**src/rtl/uart_irq_pkg.sv**
```systemverilog
package uart_irq_pkg;

  typedef enum logic [1:0] {
    ID_MODEM  = 2'b00,
    ID_THRE   = 2'b01,
    ID_RXDATA = 2'b10,
    ID_LINE   = 2'b11
  } irq_id_e;

  // request index order: 0 = line, 1 = rx data, 2 = thre, 3 = modem
  localparam int NUM_SRC = 4;

  typedef struct packed {
    logic [1:0] trig;
    logic       fifo_on;
  } fifo_ctl_t;

  function automatic int unsigned trig_level(input logic [1:0] sel);
    case (sel)
      2'b00:   return 1;
      2'b01:   return 4;
      2'b10:   return 8;
      default: return 14;
    endcase
  endfunction

endpackage

```
**src/rtl/uart_irq_trig.sv**
```systemverilog
module uart_irq_trig #(
  parameter int CNT_W = 5
) (
  input  logic             fifo_on,
  input  logic [1:0]       trig,
  input  logic [CNT_W-1:0] rx_count,
  output logic             rda
);
  import uart_irq_pkg::*;

  logic [CNT_W-1:0] level;

  always_comb begin
    if (fifo_on) level = CNT_W'(trig_level(trig));
    else         level = CNT_W'(1);
    rda = (rx_count >= level);
  end
endmodule

```
**src/rtl/uart_irq_tmo.sv**
```systemverilog
module uart_irq_tmo #(
  parameter int TO_CHARS = 4
) (
  input  logic clk,
  input  logic rst,
  input  logic armed,
  input  logic restart,
  input  logic clr,
  input  logic tick,
  output logic pend
);
  localparam int TO_W = $clog2(TO_CHARS + 1);
  localparam logic [TO_W-1:0] LAST = TO_W'(TO_CHARS - 1);

  logic [TO_W-1:0] cnt;

  always_ff @(posedge clk) begin
    if (rst) begin
      cnt  <= '0;
      pend <= 1'b0;
    end else begin
      if (!armed || restart) begin
        cnt <= '0;
      end else if (tick && !pend) begin
        if (cnt == LAST) pend <= 1'b1;
        else             cnt  <= cnt + 1'b1;
      end
      if (!armed || clr) pend <= 1'b0;
    end
  end
endmodule

```
**src/rtl/uart_irq_prio.sv**
```systemverilog
module uart_irq_prio
  import uart_irq_pkg::*;
(
  input  logic [NUM_SRC-1:0] req,
  output logic               pend,
  output irq_id_e            id
);
  always_comb begin
    pend = 1'b0;
    id   = ID_MODEM;
    for (int i = NUM_SRC - 1; i >= 0; i--) begin
      if (req[i]) begin
        pend = 1'b1;
        id   = irq_id_e'(2'(NUM_SRC - 1 - i));
      end
    end
  end
endmodule

```
**src/rtl/uart_irq_ident.sv**
```systemverilog
module uart_irq_ident
  import uart_irq_pkg::*;
#(
  parameter int CNT_W    = 5,
  parameter int TO_CHARS = 4
) (
  input  logic             clk,
  input  logic             rst,
  input  logic             ier_wr,
  input  logic [7:0]       ier_wdata,
  input  logic             fcr_wr,
  input  logic [7:0]       fcr_wdata,
  input  logic [CNT_W-1:0] rx_count,
  input  logic             rx_push,
  input  logic             rx_pop,
  input  logic             char_tick,
  input  logic [3:0]       lsr_err,
  input  logic             thr_empty,
  input  logic             thr_wr,
  input  logic             msr_chg,
  input  logic             iir_rd,
  input  logic             master_en,
  output logic [7:0]       ier_q,
  output logic [7:0]       iir_q,
  output logic             irq
);
  localparam logic [3:0] THRE_SHOWN = 4'b0010;

  logic [3:0]         ier_r;
  fifo_ctl_t          fctl;
  logic               thr_prev;
  logic               thre_pend;
  logic               rda;
  logic               tmo_pend;
  logic [NUM_SRC-1:0] req;
  logic               pend;
  irq_id_e            id;
  logic [7:0]         iir_d;

  assign ier_q = {4'b0000, ier_r};

  uart_irq_trig #(.CNT_W(CNT_W)) u_trig (
    .fifo_on  (fctl.fifo_on),
    .trig     (fctl.trig),
    .rx_count (rx_count),
    .rda      (rda)
  );

  uart_irq_tmo #(.TO_CHARS(TO_CHARS)) u_tmo (
    .clk     (clk),
    .rst     (rst),
    .armed   (fctl.fifo_on && (rx_count != '0)),
    .restart (rx_push || rx_pop),
    .clr     (rx_pop),
    .tick    (char_tick),
    .pend    (tmo_pend)
  );

  always_comb begin
    req[0] = ier_r[2] && (|lsr_err);
    req[1] = ier_r[0] && (rda || tmo_pend);
    req[2] = ier_r[1] && thre_pend;
    req[3] = ier_r[3] && msr_chg;
  end

  uart_irq_prio u_prio (
    .req  (req),
    .pend (pend),
    .id   (id)
  );

  always_comb begin
    iir_d      = 8'h00;
    iir_d[7:6] = {2{fctl.fifo_on}};
    iir_d[3]   = pend && (id == ID_RXDATA) && tmo_pend;
    iir_d[2:1] = pend ? id : ID_MODEM;
    iir_d[0]   = ~pend;
  end

  always_ff @(posedge clk) begin
    if (rst) begin
      ier_r     <= '0;
      fctl      <= '0;
      thr_prev  <= 1'b0;
      thre_pend <= 1'b0;
      iir_q     <= 8'h01;
      irq       <= 1'b0;
    end else begin
      if (ier_wr) ier_r <= ier_wdata[3:0];
      if (fcr_wr) begin
        fctl.fifo_on <= fcr_wdata[0];
        fctl.trig    <= fcr_wdata[7:6];
      end
      thr_prev <= thr_empty;
      if (thr_empty && !thr_prev)
        thre_pend <= 1'b1;
      else if (thr_wr || (iir_rd && (iir_q[3:0] == THRE_SHOWN)))
        thre_pend <= 1'b0;
      iir_q <= iir_d;
      irq   <= pend && master_en;
    end
  end
endmodule

```
**config.mk**
```make
export PLATFORM = sky130hd
export DESIGN_NAME = uart_irq_ident
export DESIGN_NICKNAME = d
export VERILOG_FILES = /design/src/rtl/uart_irq_pkg.sv /design/src/rtl/uart_irq_trig.sv /design/src/rtl/uart_irq_tmo.sv /design/src/rtl/uart_irq_prio.sv /design/src/rtl/uart_irq_ident.sv
export SDC_FILE = /design/constraint.sdc
export NUM_CORES = 1
export LEC_CHECK = 0
export ABC_CLOCK_PERIOD_IN_PS = 7400
export BUFFER_PORTS_ARGS = -buffer_cell sky130_fd_sc_hd__buf_2
export CORE_MARGIN = 2
export CORE_UTILIZATION = 46
export DETAILED_ROUTE_END_ITERATION = 16
export HOLD_SLACK_MARGIN = 0.02
export PLACE_DENSITY = 0.82
export RECOVER_POWER = 50
export SYNTH_ARGS = -nofsm -noshare
export SYNTH_HDL_FRONTEND = slang
export SYNTH_HIERARCHICAL = 1
export SYNTH_SLANG_ARGS = --single-unit
```
**constraint.sdc**
```tcl
create_clock -name clk -period 7.4 [get_ports clk]
set_input_delay 2.22 -clock clk [delete_from_list [all_inputs] [get_ports clk]]
set_output_delay 2.22 -clock clk [all_outputs]
set_load 0.02 [all_outputs]
```
======== After elaboration in Yosys (flattened, before gate mapping) ========
Index checks and enable logic that the tools add are counted.
word-level totals
  register bits ........................... 21
  input port bits ......................... 37
  output and inout bits ................... 17
  logic and storage cells ................. 60
operators by class
  $lt $le $gt $ge ......................... 1
  equal/unequal tests ..................... 5
  multiplexer cells ....................... 11
  reduce and logical (&&, ||, !) cells .... 28
  add/sub/neg operators ................... 1
  bitwise logic cells ..................... 3
operators with widths
  operator               count
  $pmux W4 S3            1
  $logic_and A1 B1 Y1    11
  $mux W1                7
  $reduce_or A2 Y1       3
  $ge A5 B4 Y1           1
  $logic_or A1 B1 Y1     5
  $reduce_bool A5 Y1     1
  $eq A2 B2 Y1 const B   2
  $eq A4 B2 Y1 const B   1
  $mux W2                2
  $mux W4                1
  $reduce_or A4 Y1       1
  $add A3 B1 Y3 const B  1
  $eq A3 B2 Y1 const B   1
  $logic_not A1 Y1       3
  $not A1 Y1             3
  $reduce_and A3 Y1      1
  $eq A2 B1 Y1 const B   1
  $logic_not A2 Y1       1
  $reduce_and A2 Y1      1
  $reduce_bool A2 Y1     1

======== Logic depth before layout (Yosys ltp) ========
Gate-level depths: netlist (run 1).
  depth in word-level cells ............... 11
  gate-level depth with buffers ........... 11

======== Hierarchy ========
Netlist (run 1), hierarchy kept.
by module, submodules not included
  module          area an instance (sq um)  sequential area each (sq um)  cells an instance  times used
  uart_irq_ident  594.3                     300.3                         59                 1
  uart_irq_tmo    246.5                     80.1                          21                 1
  uart_irq_trig   115.1                     0.0                           15                 1
  uart_irq_prio   23.8                      0.0                           4                  1

======== Least setup slack after synthesis (run 1) ========
OpenSTA, ideal clock, no wires.
  path kind ............................... input port to flip-flop
  from .................................... input port rx_count[0]
  to ...................................... register iir_q[3]
  arrival time ............................ 4.199 ns
  required time ........................... 7.284 ns
  stages .................................. 11
  setup slack ............................. 3.086 ns
  setup time .............................. 0.116 ns
  path buffers ............................ 0
  cells stage by stage .................... inv_1 ha_1 nand2b_1 a2111oi_2 nor3_1 o21a_1 or2_1 or3_1 nor2b_1 and2_1 and3b_1
between the ends
  word-level cells in the longest chain between the ends .. 8
  elaborated cells on any way between the ends .. 10
  those cells by class .................... order compare: 1; eq/ne: 1; mux: 4; reduce/logical: 4
ends and longest elaborated chain
  item                              line                  RTL
  start, declared                   uart_irq_ident.sv:13  input logic [CNT_W-1:0] rx_count,
  $ge A5 B4 Y1                      uart_irq_trig.sv:16   rda = (rx_count >= level);
  via rda                           uart_irq_ident.sv:33  logic rda;
  $logic_or A1 B1 Y1                uart_irq_ident.sv:61  req[1] = ier_r[0] && (rda || tmo_pend);
  $logic_and A1 B1 Y1               uart_irq_ident.sv:61
  via req[1]                        uart_irq_ident.sv:35  logic [NUM_SRC-1:0] req;
  $mux W2 (2 in a row)              uart_irq_prio.sv:12   if (req[i]) begin
  via id[1]                         uart_irq_ident.sv:37  irq_id_e id;
  $eq A2 B2 Y1                      uart_irq_ident.sv:75  iir_d[3] = pend && (id == ID_RXDATA) && tmo_pend;
  $logic_and A1 B1 Y1 (2 in a row)  uart_irq_ident.sv:75
  end signal, assigned              uart_irq_ident.sv:99  iir_q <= iir_d;
  end, declared                     uart_irq_ident.sv:24  output logic [7:0] iir_q,
The timed path passes the listed nets, and every way through them passes these cells.
A chain may end at the register's enable or synchronous reset.

======== Worst setup path after layout (run 1) ========
Same ends and word-level chain as after synthesis.

==> results of run 1 <==
==> final timing paths <==
kind,startpoint,endpoint,cells past startpoint
max,rx_count[0],iir_q[3],12
min,thr_prev,thre_pend,2
max reg2reg,fctl[0],iir_q[3],11
min reg2reg,thr_prev,thre_pend,2
==> cell usage after synthesis, types with 2 or more instances <==
library cell and instances:
nor4b_1 2, nor3_1 2, buf_4 7, mux2_2 2, inv_1 7, nand2_1 3
dfxtp_1 19, and4bb_1 2, ha_1 6, and2_1 5, or2_1 2, mux2i_1 7
nor2_1 8, o21a_1 2, nor2b_1 3, a2111oi_2 2
==> cells in the final DEF (no fill, tap or decap), drive strengths merged, types with 2 or more instances in the layout <==
cell type / synthesis / final
mux2i: 7 / 7
inv: 7 / 7
mux2: 2 / 2
nor2b: 3 / 3
or2: 3 / 3
nor2: 8 / 8
buf: 8 / 32
dfxtp: 19 / 19
nor3b: 2 / 2
ha: 6 / 6
clkbuf: 1 / 10
and4bb: 2 / 2
o21a: 2 / 2
conb: 1 / 6
a2111oi: 2 / 2
nand2: 3 / 3
nor3: 2 / 2
and2: 5 / 5
nor4b: 2 / 2
==> through the flow <==
stage | setup WS (ns) | hold slack (ns) | util
2_1_floorplan | 3.09 | 0.442 | -
3_3_place_gp | 2.85 | 0.457 | 0.586
3_5_place_dp | 2.79 | 0.466 | 0.586
4_1_cts | 3.12 | 0.490 | 0.599
5_1_grt | 2.96 | 0.525 | 0.595
6_report | 3.07 | 0.486 | 0.595
==> report_power, final <==
part | leakage [µW] | switching [µW] | internal, µW
combinational | 0.000394 | 18.8 | 15.1
sequential | 0.000156 | 2.83 | 107
clock | 0.0000150 | 30.0 | 21.0
total | 0.000565 | 51.6 | 143
==> cell families (layout without fill, tap and decap cells) <==
kind of cell	Yosys count	after routing	synth area share
other	1	6	0.00383
multiplexers	9	9	0.0945
flip-flops	19	19	0.388
adder cells (fa/ha/maj)	6	6	0.0766
AND/OR/NAND/NOR	39	39	0.257
AO/OA/AOI/OAI	9	9	0.0907
buffers and inverters	16	49	0.0894
==> worst max-delay path, delay by kind of cell <==
kind | cells | cell delay, ns
AND/OR/NAND/NOR | 7 | 1.33
AO/OA/AOI/OAI | 2 | 0.60
adder cells (fa/ha/maj) | 1 | 0.26
buffers and inverters | 2 | 0.13
==> routing by layer <==
| metal | track usage | share of wire |
|---|---|---|
| met4 | 0.0324 | 0.0063 |
| met1 | 0.177 | 0.46 |
| met2 | 0.272 | 0.47 |
| met5 | 0 | 0 |
| met3 | 0.0685 | 0.070 |
==> registers in the layout, indices dropped and copies added, names as in the netlist <==
name,count
u_tmo/pend,1
thre_pend,1
ier_r,4
u_tmo/cnt,3
irq,1
fctl,3
thr_prev,1
iir_q,5
==> cell type report <==
class / count / area (µm²)
Fill cell: 185 / 802
Multi-Input combinational cell: 69 / 531
Sequential cell: 19 / 380
Timing Repair Buffer: 38 / 183
Tap cell: 27 / 33.8
Clock buffer: 4 / 26.3
Inverter: 7 / 26.3
==> impl_metrics.tcl, run 1 <==
set metrics [dict create \
    status "finished clean" \
    fin_crit_ns 4.33 \
    cts_tree "done" \
    skew_ns 0.00984 \
    stdcell_count 164 \
    cts_buffer_depth 2 \
    hold_buffers 0 \
    postCtsSetupBuffers 0 \
    clock-sinks 19 \
    period_share 0.585 \
    p_leak_uw 0.000565 \
    synth_ff_type "dfxtp_1" \
    fin_setup_tns_ns 0 \
    synth_top_area_cell "dfxtp_1" \
    yosysUniqueCellTypes 36 \
    power.total_uw 194 \
    synthTopCellsByArea "dfxtp_1 (39%), ha_1 (7.7%), mux2i_1 (7.2%)" \
    grt_max_degree 18 \
    finalSetupViolations 0 \
    die_h_um 50.2 \
    crit_slowest_cell "a2111oi_2" \
    drcViolationCount 0 \
    clockRootBuffer "clkbuf_4" \
    hold_viol 0 \
    detailed_place_hpwl_um 1500 \
    grt_pass1_vias 760 \
    cts_buffers 3 \
    port-buffer-count 38 \
    drv_slew 0 \
    yosys_warnings 6 \
    die-width_um 50.2 \
    rsz0062_at_grt "no" \
    max-slew-margin-rel 0.501 \
    clkLatencyLatePin_ns 0.29 \
    syn_area_um2 980 \
    row_count 16 \
    routed_wl_um 1900 \
    dp.cells 160 \
    placed_area_um2 1160 \
    gr-total-overflow 0 \
    viasPerCell 4.91 \
    maxCapViolCount 0 \
    reg2reg_slack_ns 4.57 \
    wire_per_inst_um 11.6 \
    cp_max_fo 4 \
    cp-end-kind "register" \
    drt_first_pass_iters 4 \
    start_util 0.494 \
    ant_nets 0 \
    worstSetupPathType "input pin to register" \
    synth_top_area_frac 0.388 \
    area_delta_synth_final_pct 20.4 \
    synth-edff-count 0 \
    vias 805 \
    cp.arrival_ns 4.53 \
    ioPinCount 54 \
    slowest_delay_ns 0.41 \
    gp_congestion 0.791 \
    hold_path_class "register to register" \
    grt_use_total 0.157 \
    synthCells 99 \
    maxClockFrequency_ghz 0.231 \
    fin_area_um2 1180 \
    ys_ff_latch 19 \
    drt_iter0_drc 11 \
    worst_slew_pin_slew_ns 0.748 \
    antenna_found_initial 0 \
    powerDensity_nw_per_um2 165 \
    drive_gt1_frac 0.299 \
    nNetsFinal 181 \
    clk_pin_slew_ns 0.11 \
    core-area_um2 1980 \
    syn_area_per_cell_um2 9.90 \
    ir_drop_v 0.000147 \
    async_flop_share 0 \
    floorplan.die_area_um2 2520 \
    grt_pass1_wl_um 3050 \
    worst-endpoint-required_ns 7.60 \
    seq_area_frac_synth 0.388 \
    start_kind "input pin" \
    cts_htree_levels 1 \
    cp_cell_sequence "buf_2, inv_1, ha_1, nand2b_1, a2111oi_2, nor3_1, o21a_1, or2_1, or3_1, nor2b_1, and2_1, and3b_1" \
    cts_resized 0 \
    antennaDiodeCount 0 \
]
Power figures use the tool's default switching activity.
==> inputs of run 2 (changes only) <==
ABC_CLOCK_PERIOD_IN_PS = 4320   (was 7400)
CORE_ASPECT_RATIO = 1.75   (was not set)
CORE_UTILIZATION = 43   (was 46)
PLACE_DENSITY = 0.78   (was 0.82)
clock period = 4.32 ns   (was 7.4 ns; I/O delays follow)
==> run 2 against run 1 <==
First-iteration DRC count rose by 36%. Final cell count fell by 1.8%. Die area rose by 7.0%. Flip-flop and latch count did not move. Clock power rose by 66%. Global-route usage fell by 0.67 points. Register-to-register slack got worse by 3.1 ns. Critical path type unchanged. Critical path depth did not move. Highest routed layer unchanged.
==> impl_metrics.tcl, run 2 (synthesized netlist as in run 1, its figures left out) <==
set metrics [dict create \
    critPathLaunch "rx_count[0]" \
    grt_pass1_wl_um 2810 \
    reg_top3 "iir_q x5, ier_r x4" \
    cts_resized 0 \
    ant_nets 0 \
    dp.cells 157 \
    routed_wl_um 1940 \
    fin_setup_tns_ns 0 \
    row_count 22 \
    detailed_place_hpwl_um 1640 \
    grt_pass1_vias 782 \
    nNetsFinal 181 \
    cts_buffers 3 \
    max-slew-margin-rel 0.532 \
    hold_buffers 0 \
    worstHoldStart "thr_prev" \
    hold_path_class "register to register" \
    vias 811 \
    ir_drop_v 0.000208 \
    drcViolationCount 0 \
    postCtsSetupBuffers 0 \
    cts_tree "done" \
    power.switching_uw 87.3 \
    viasPerCell 5.04 \
    antenna_found_initial 0 \
    r2r_start "fctl[0]" \
    maxCapViolCount 0 \
    comb_power_share 0.176 \
    skew_ns 0.00903 \
    stdcell_count 161 \
    grt_use_total 0.150 \
    status "finished clean" \
    core-area_um2 2120 \
    sw_frac_of_total 0.264 \
    worstSetupPathType "input pin to register" \
    worst_slew_pin_slew_ns 0.703 \
    gr-total-overflow 0 \
    final_cell_mix "buf_2 (32), dfxtp_1 (19), nor2_1 (8)" \
    clockRootBuffer "clkbuf_4" \
    drive_gt1_frac 0.307 \
    p_leak_uw 0.000569 \
    drt_iter0_drc 15 \
    antennaDiodeCount 0 \
    start_util 0.462 \
    seq_power_share 0.568 \
    gp_congestion 0.788 \
    cts_htree_levels 1 \
    hold_viol 0 \
    start_kind "input pin" \
    fin_crit_ns 3.36 \
    pwr-share-clk 0.256 \
    final_common_cell "buf_2" \
    cp-end-kind "register" \
    port-buffer-count 38 \
    powerDensity_nw_per_um2 280 \
    hold_depth 2 \
    drt_first_pass_iters 4 \
    grt_max_degree 18 \
    cp_max_fo 4 \
    clkLatencyLatePin_ns 0.29 \
    wire_per_inst_um 12.0 \
    rr_worst_depth 11 \
    worst-endpoint-required_ns 4.52 \
    rsz0062_at_grt "no" \
    period_share 0.778 \
    clk_pin_slew_ns 0.11 \
    cp.arrival_ns 3.56 \
    floorplan.die_area_um2 2690 \
    power.internal_uw 243 \
    die-width_um 40.1 \
    clock-sinks 19 \
    finalSetupViolations 0 \
    largest_register "iir_q" \
    maxClockFrequency_ghz 0.297 \
    cts_buffer_depth 2 \
    die_h_um 67.1 \
    largest_register_ffs 5 \
    area_delta_synth_final_pct 20.2 \
    drv_slew 0 \
    ioPinCount 54 \
]
-- run 2: changes by cell type in the layout (fill, tap and decap cells not counted) --
cell	before	now
clkbuf_1	7	6
clkinv_2	0	1
-- run 2: stage by stage --
stage	setup WS (ns)	area (µm²)	total power [µW]	hold slack [ns]	utilization
after floorplan	0.930	998	231	0.442	-
after global placement	0.687	1160	248	0.455	0.546
after detailed placement	0.644	1160	251	0.469	0.546
after CTS	0.953	1180	335	0.494	0.559
after global routing	0.808	1180	347	0.519	0.555
final	0.957	1180	330	0.485	0.555
-- run 2: worst max-delay path, cell delays in order --
cell and delay, ns:
buf_2 0.09, inv_1 0.04, ha_1 0.27, nand2b_1 0.16, a2111oi_2 0.35, nor3_1 0.12
o21a_1 0.19, or2_1 0.23, or3_1 0.30, nor2b_1 0.16, and2_1 0.22, and3b_1 0.15
-- run 2: area by class of cell --
type                            instances  area (µm²)
Multi-Input combinational cell         69         531
Inverter                                7        26.3
Clock inverter                          1        5.00
Tap cell                               24        30.0
Timing Repair Buffer                   38         183
Fill cell                             219         942
Clock buffer                            3        22.5
Sequential cell                        19         380
-- run 2: path summary, 6_finish.rpt --
check | to | slack [ns]
worst max-delay path | iir_q[3] | 0.96
worst min-delay path | thre_pend | 0.48
worst max register to register | iir_q[3] | 1.51
worst min register to register | thre_pend | 0.48
-- run 2: layer usage --
layer,share of wire,vias to the layer above,track usage
li1,-,407,-
met1,0.39,374,0.152
met2,0.54,28,0.278
met3,0.064,2,0.0230
met4,0.0046,0,0.0647
met5,0,-,0
-- run 2: power groups by stage --
stage               Combinational [µW]  Sequential (µW)  Clock (µW)
global route                      64.0              188        94.7
floorplan                         34.3              196           0
CTS                               59.5              187        87.8
finish                            58.1              187        84.6
global placement                  56.6              191           0
detailed placement                59.3              191           0
==> inputs of run 3 (changes only) <==
ABC_AREA = 1   (was not set)
ABC_CLOCK_PERIOD_IN_PS = 2750   (was 4320)
CORE_UTILIZATION = 39   (was 43)
PLACE_DENSITY = 0.74   (was 0.78)
clock period = 2.75 ns   (was 4.32 ns; I/O delays follow)
==> run 3 against run 2 <==
Global-route usage down 2.3 points. Largest cell class unchanged. Highest routed layer unchanged. Clock skew down 0.0069 ns. Critical path type unchanged. Clock power up 120%. Final cell count increased by 30%. Synthesized cell count increased by 44%. Register-to-register slack got worse by 0.50 ns. Utilization down 5.9 points. Design area is 3.8% higher. Power is 77% higher.
==> impl_metrics.tcl, run 3 <==
set metrics [dict create \
    nNetsFinal 227 \
    reg_top3 "iir_q x5, ier_r x4" \
    clkLatencyLatePin_ns 0.25 \
    ioPinCount 54 \
    row_count 24 \
    multi_input_area_um2 470 \
    antenna_found_initial 0 \
    clock-sinks 19 \
    synthTopCellsByArea "dfxtp_1 (38%), nor2_1 (11%), inv_1 (10%)" \
    slowest_delay_ns 0.30 \
    synth_top_area_cell "dfxtp_1" \
    cts_tree "done" \
    seq_area_frac_synth 0.383 \
    utilization 0.496 \
    maxClockFrequency_ghz 0.509 \
    period_share 0.714 \
    drcViolationCount 0 \
    start_kind "input pin" \
    register_area_um2 380 \
    postCtsSetupBuffers 0 \
    drt_first_pass_iters 4 \
    grt_use_total 0.127 \
    gr-total-overflow 0 \
    die-width_um 42.1 \
    clk_pin_slew_ns 0.07 \
    worstSetupPathType "input pin to register" \
    synth-edff-count 0 \
    gp_congestion 0.811 \
    detailed_place_hpwl_um 1540 \
    largest_register_ffs 5 \
    ir_drop_v 0.000331 \
    fin_crit_ns 1.96 \
    final_cell_mix "buf_2 (36), nor2_1 (30), inv_1 (28)" \
    skew_ns 0.00212 \
    floorplan.die_area_um2 2980 \
    stdcell_count 209 \
    n_fill_cell 275 \
    final_common_cell "buf_2" \
    maxCapViolCount 0 \
    hold_viol 0 \
    wire_per_inst_um 8.64 \
    grt_pass1_wl_um 3030 \
    fin_setup_tns_ns 0 \
    core-area_um2 2460 \
    synth_ff_type "dfxtp_1" \
    vias 922 \
    largest_register "iir_q" \
    grt_pass1_vias 839 \
    area_delta_synth_final_pct 23.2 \
    cp_max_fo 4 \
    antennaDiodeCount 0 \
    yosysUniqueCellTypes 20 \
    cts_buffer_depth 2 \
    syn_area_um2 992 \
    rsz0062_at_grt "no" \
    cts_buffers 3 \
    syn_area_per_cell_um2 6.94 \
    hold_buffers 0 \
    port-buffer-count 38 \
    worst-endpoint-required_ns 2.90 \
    cp-end-kind "register" \
    viasPerCell 4.41 \
    synthCells 143 \
    synthTopCellsByCount "nor2_1 (29), inv_1 (27), nand2_1 (24)" \
    power.total_uw 586 \
    yosysMostFrequentCell "nor2_1" \
    yosys_warnings 6 \
    cp.arrival_ns 2.11 \
    crit_slowest_cell "ha_1" \
    grt_max_degree 12 \
    ys_ff_latch 19 \
    cts_htree_levels 1 \
    critical-path-top-cell-by-count "nand2_1" \
    synth_top_area_frac 0.383 \
    drv_slew 0 \
    start_util 0.403 \
    p_leak_uw 0.000671 \
    cp_cell_sequence "buf_2, ha_1, nand2_1, nor2_1, nor2_1, nand2_1, o21a_1, nor2_2, nand2_1, nand2_4, nor3_2" \
    fin_area_um2 1220 \
    cts_resized 0 \
    finalSetupViolations 0 \
    powerDensity_nw_per_um2 479 \
    status "finished clean" \
    ant_nets 0 \
    placed_area_um2 1180 \
    drt_iter0_drc 10 \
    async_flop_share 0 \
    die_h_um 70.7 \
    hold_path_class "register to register" \
    routed_wl_um 1810 \
    clockRootBuffer "clkbuf_8" \
    drive_gt1_frac 0.246 \
    dp.cells 205 \
]
==> run 3: changes by cell type after synthesis, sizes merged, moves of 3 or more <==
| cell | previous run | this run |
|---|---|---|
| a21oi | 0 | 6 |
| and2 | 5 | 0 |
| inv | 7 | 28 |
| mux2i | 7 | 0 |
| nand2 | 3 | 25 |
| nand3 | 1 | 4 |
| nand4 | 0 | 3 |
| nor2 | 8 | 31 |
| nor2b | 3 | 0 |
| o21ai | 1 | 8 |
==> run 3: worst paths after layout <==
path | cells past startpoint | startpoint | slack (ns) | to
worst max-delay path | 11 | rx_count[3] | 0.79 | iir_q[3]
worst min-delay path | 2 | u_tmo/cnt[1] | 0.46 | u_tmo/cnt[1]
worst max register to register | 11 | fctl[0] | 1.01 | iir_q[3]
worst min register to register | 2 | u_tmo/cnt[1] | 0.46 | u_tmo/cnt[1]
==> run 3: layout make-up <==
type,instances,area share
multi-input cells,94,0.385
well taps,26,0.0266
clock buffers,3,0.0338
inverters,28,0.0860
flip-flops and latches,19,0.311
repair buffers,38,0.154
clock inverters,1,0.00409
==> run 3: report_power, final <==
group	internal [µW]	switching (µW)	total (µW)
logic	39.6	63.1	103
registers	289	8.30	297
clock network	100	85.5	186
==> run 3: metal layers <==
| layer | share of wire | vias to the layer above | global-route usage | routed length, µm |
|---|---|---|---|---|
| met4 | 0.011 | 0 | 0.0625 | 19 |
| met5 | 0 | - | 0 | 0 |
| met1 | 0.39 | 396 | 0.121 | 698 |
| met3 | 0.048 | 2 | 0.0179 | 87 |
| met2 | 0.55 | 22 | 0.253 | 1000 |
| li1 | - | 502 | - | - |
==> run 3: logic make-up (layout without fill, tap and decap cells) <==
kind of cell             after synthesis  after routing  share of synthesized area
AO/OA/AOI/OAI                         15             15                     0.0782
flip-flops                            19             19                      0.383
AND/OR/NAND/NOR                       67             67                      0.300
other                                  1              6                    0.00378
adder cells (fa/ha/maj)                6              6                     0.0757
buffers and inverters                 35             70                      0.159
==> run 3: through the flow <==
stage / hold WS, ns / setup WS, ns
finish: 0.465 / 0.785
global route: 0.494 / 0.722
CTS: 0.468 / 0.777
detailed placement: 0.457 / 0.522
global placement: 0.444 / 0.553
floorplan: 0.429 / 0.777
==> run 3: worst max-delay path, delay by kind of cell <==
family	cells	cell delay, ns
compound gates	1	0.19
buf+inv	1	0.11
fa+ha+maj	1	0.30
simple gates	8	0.70
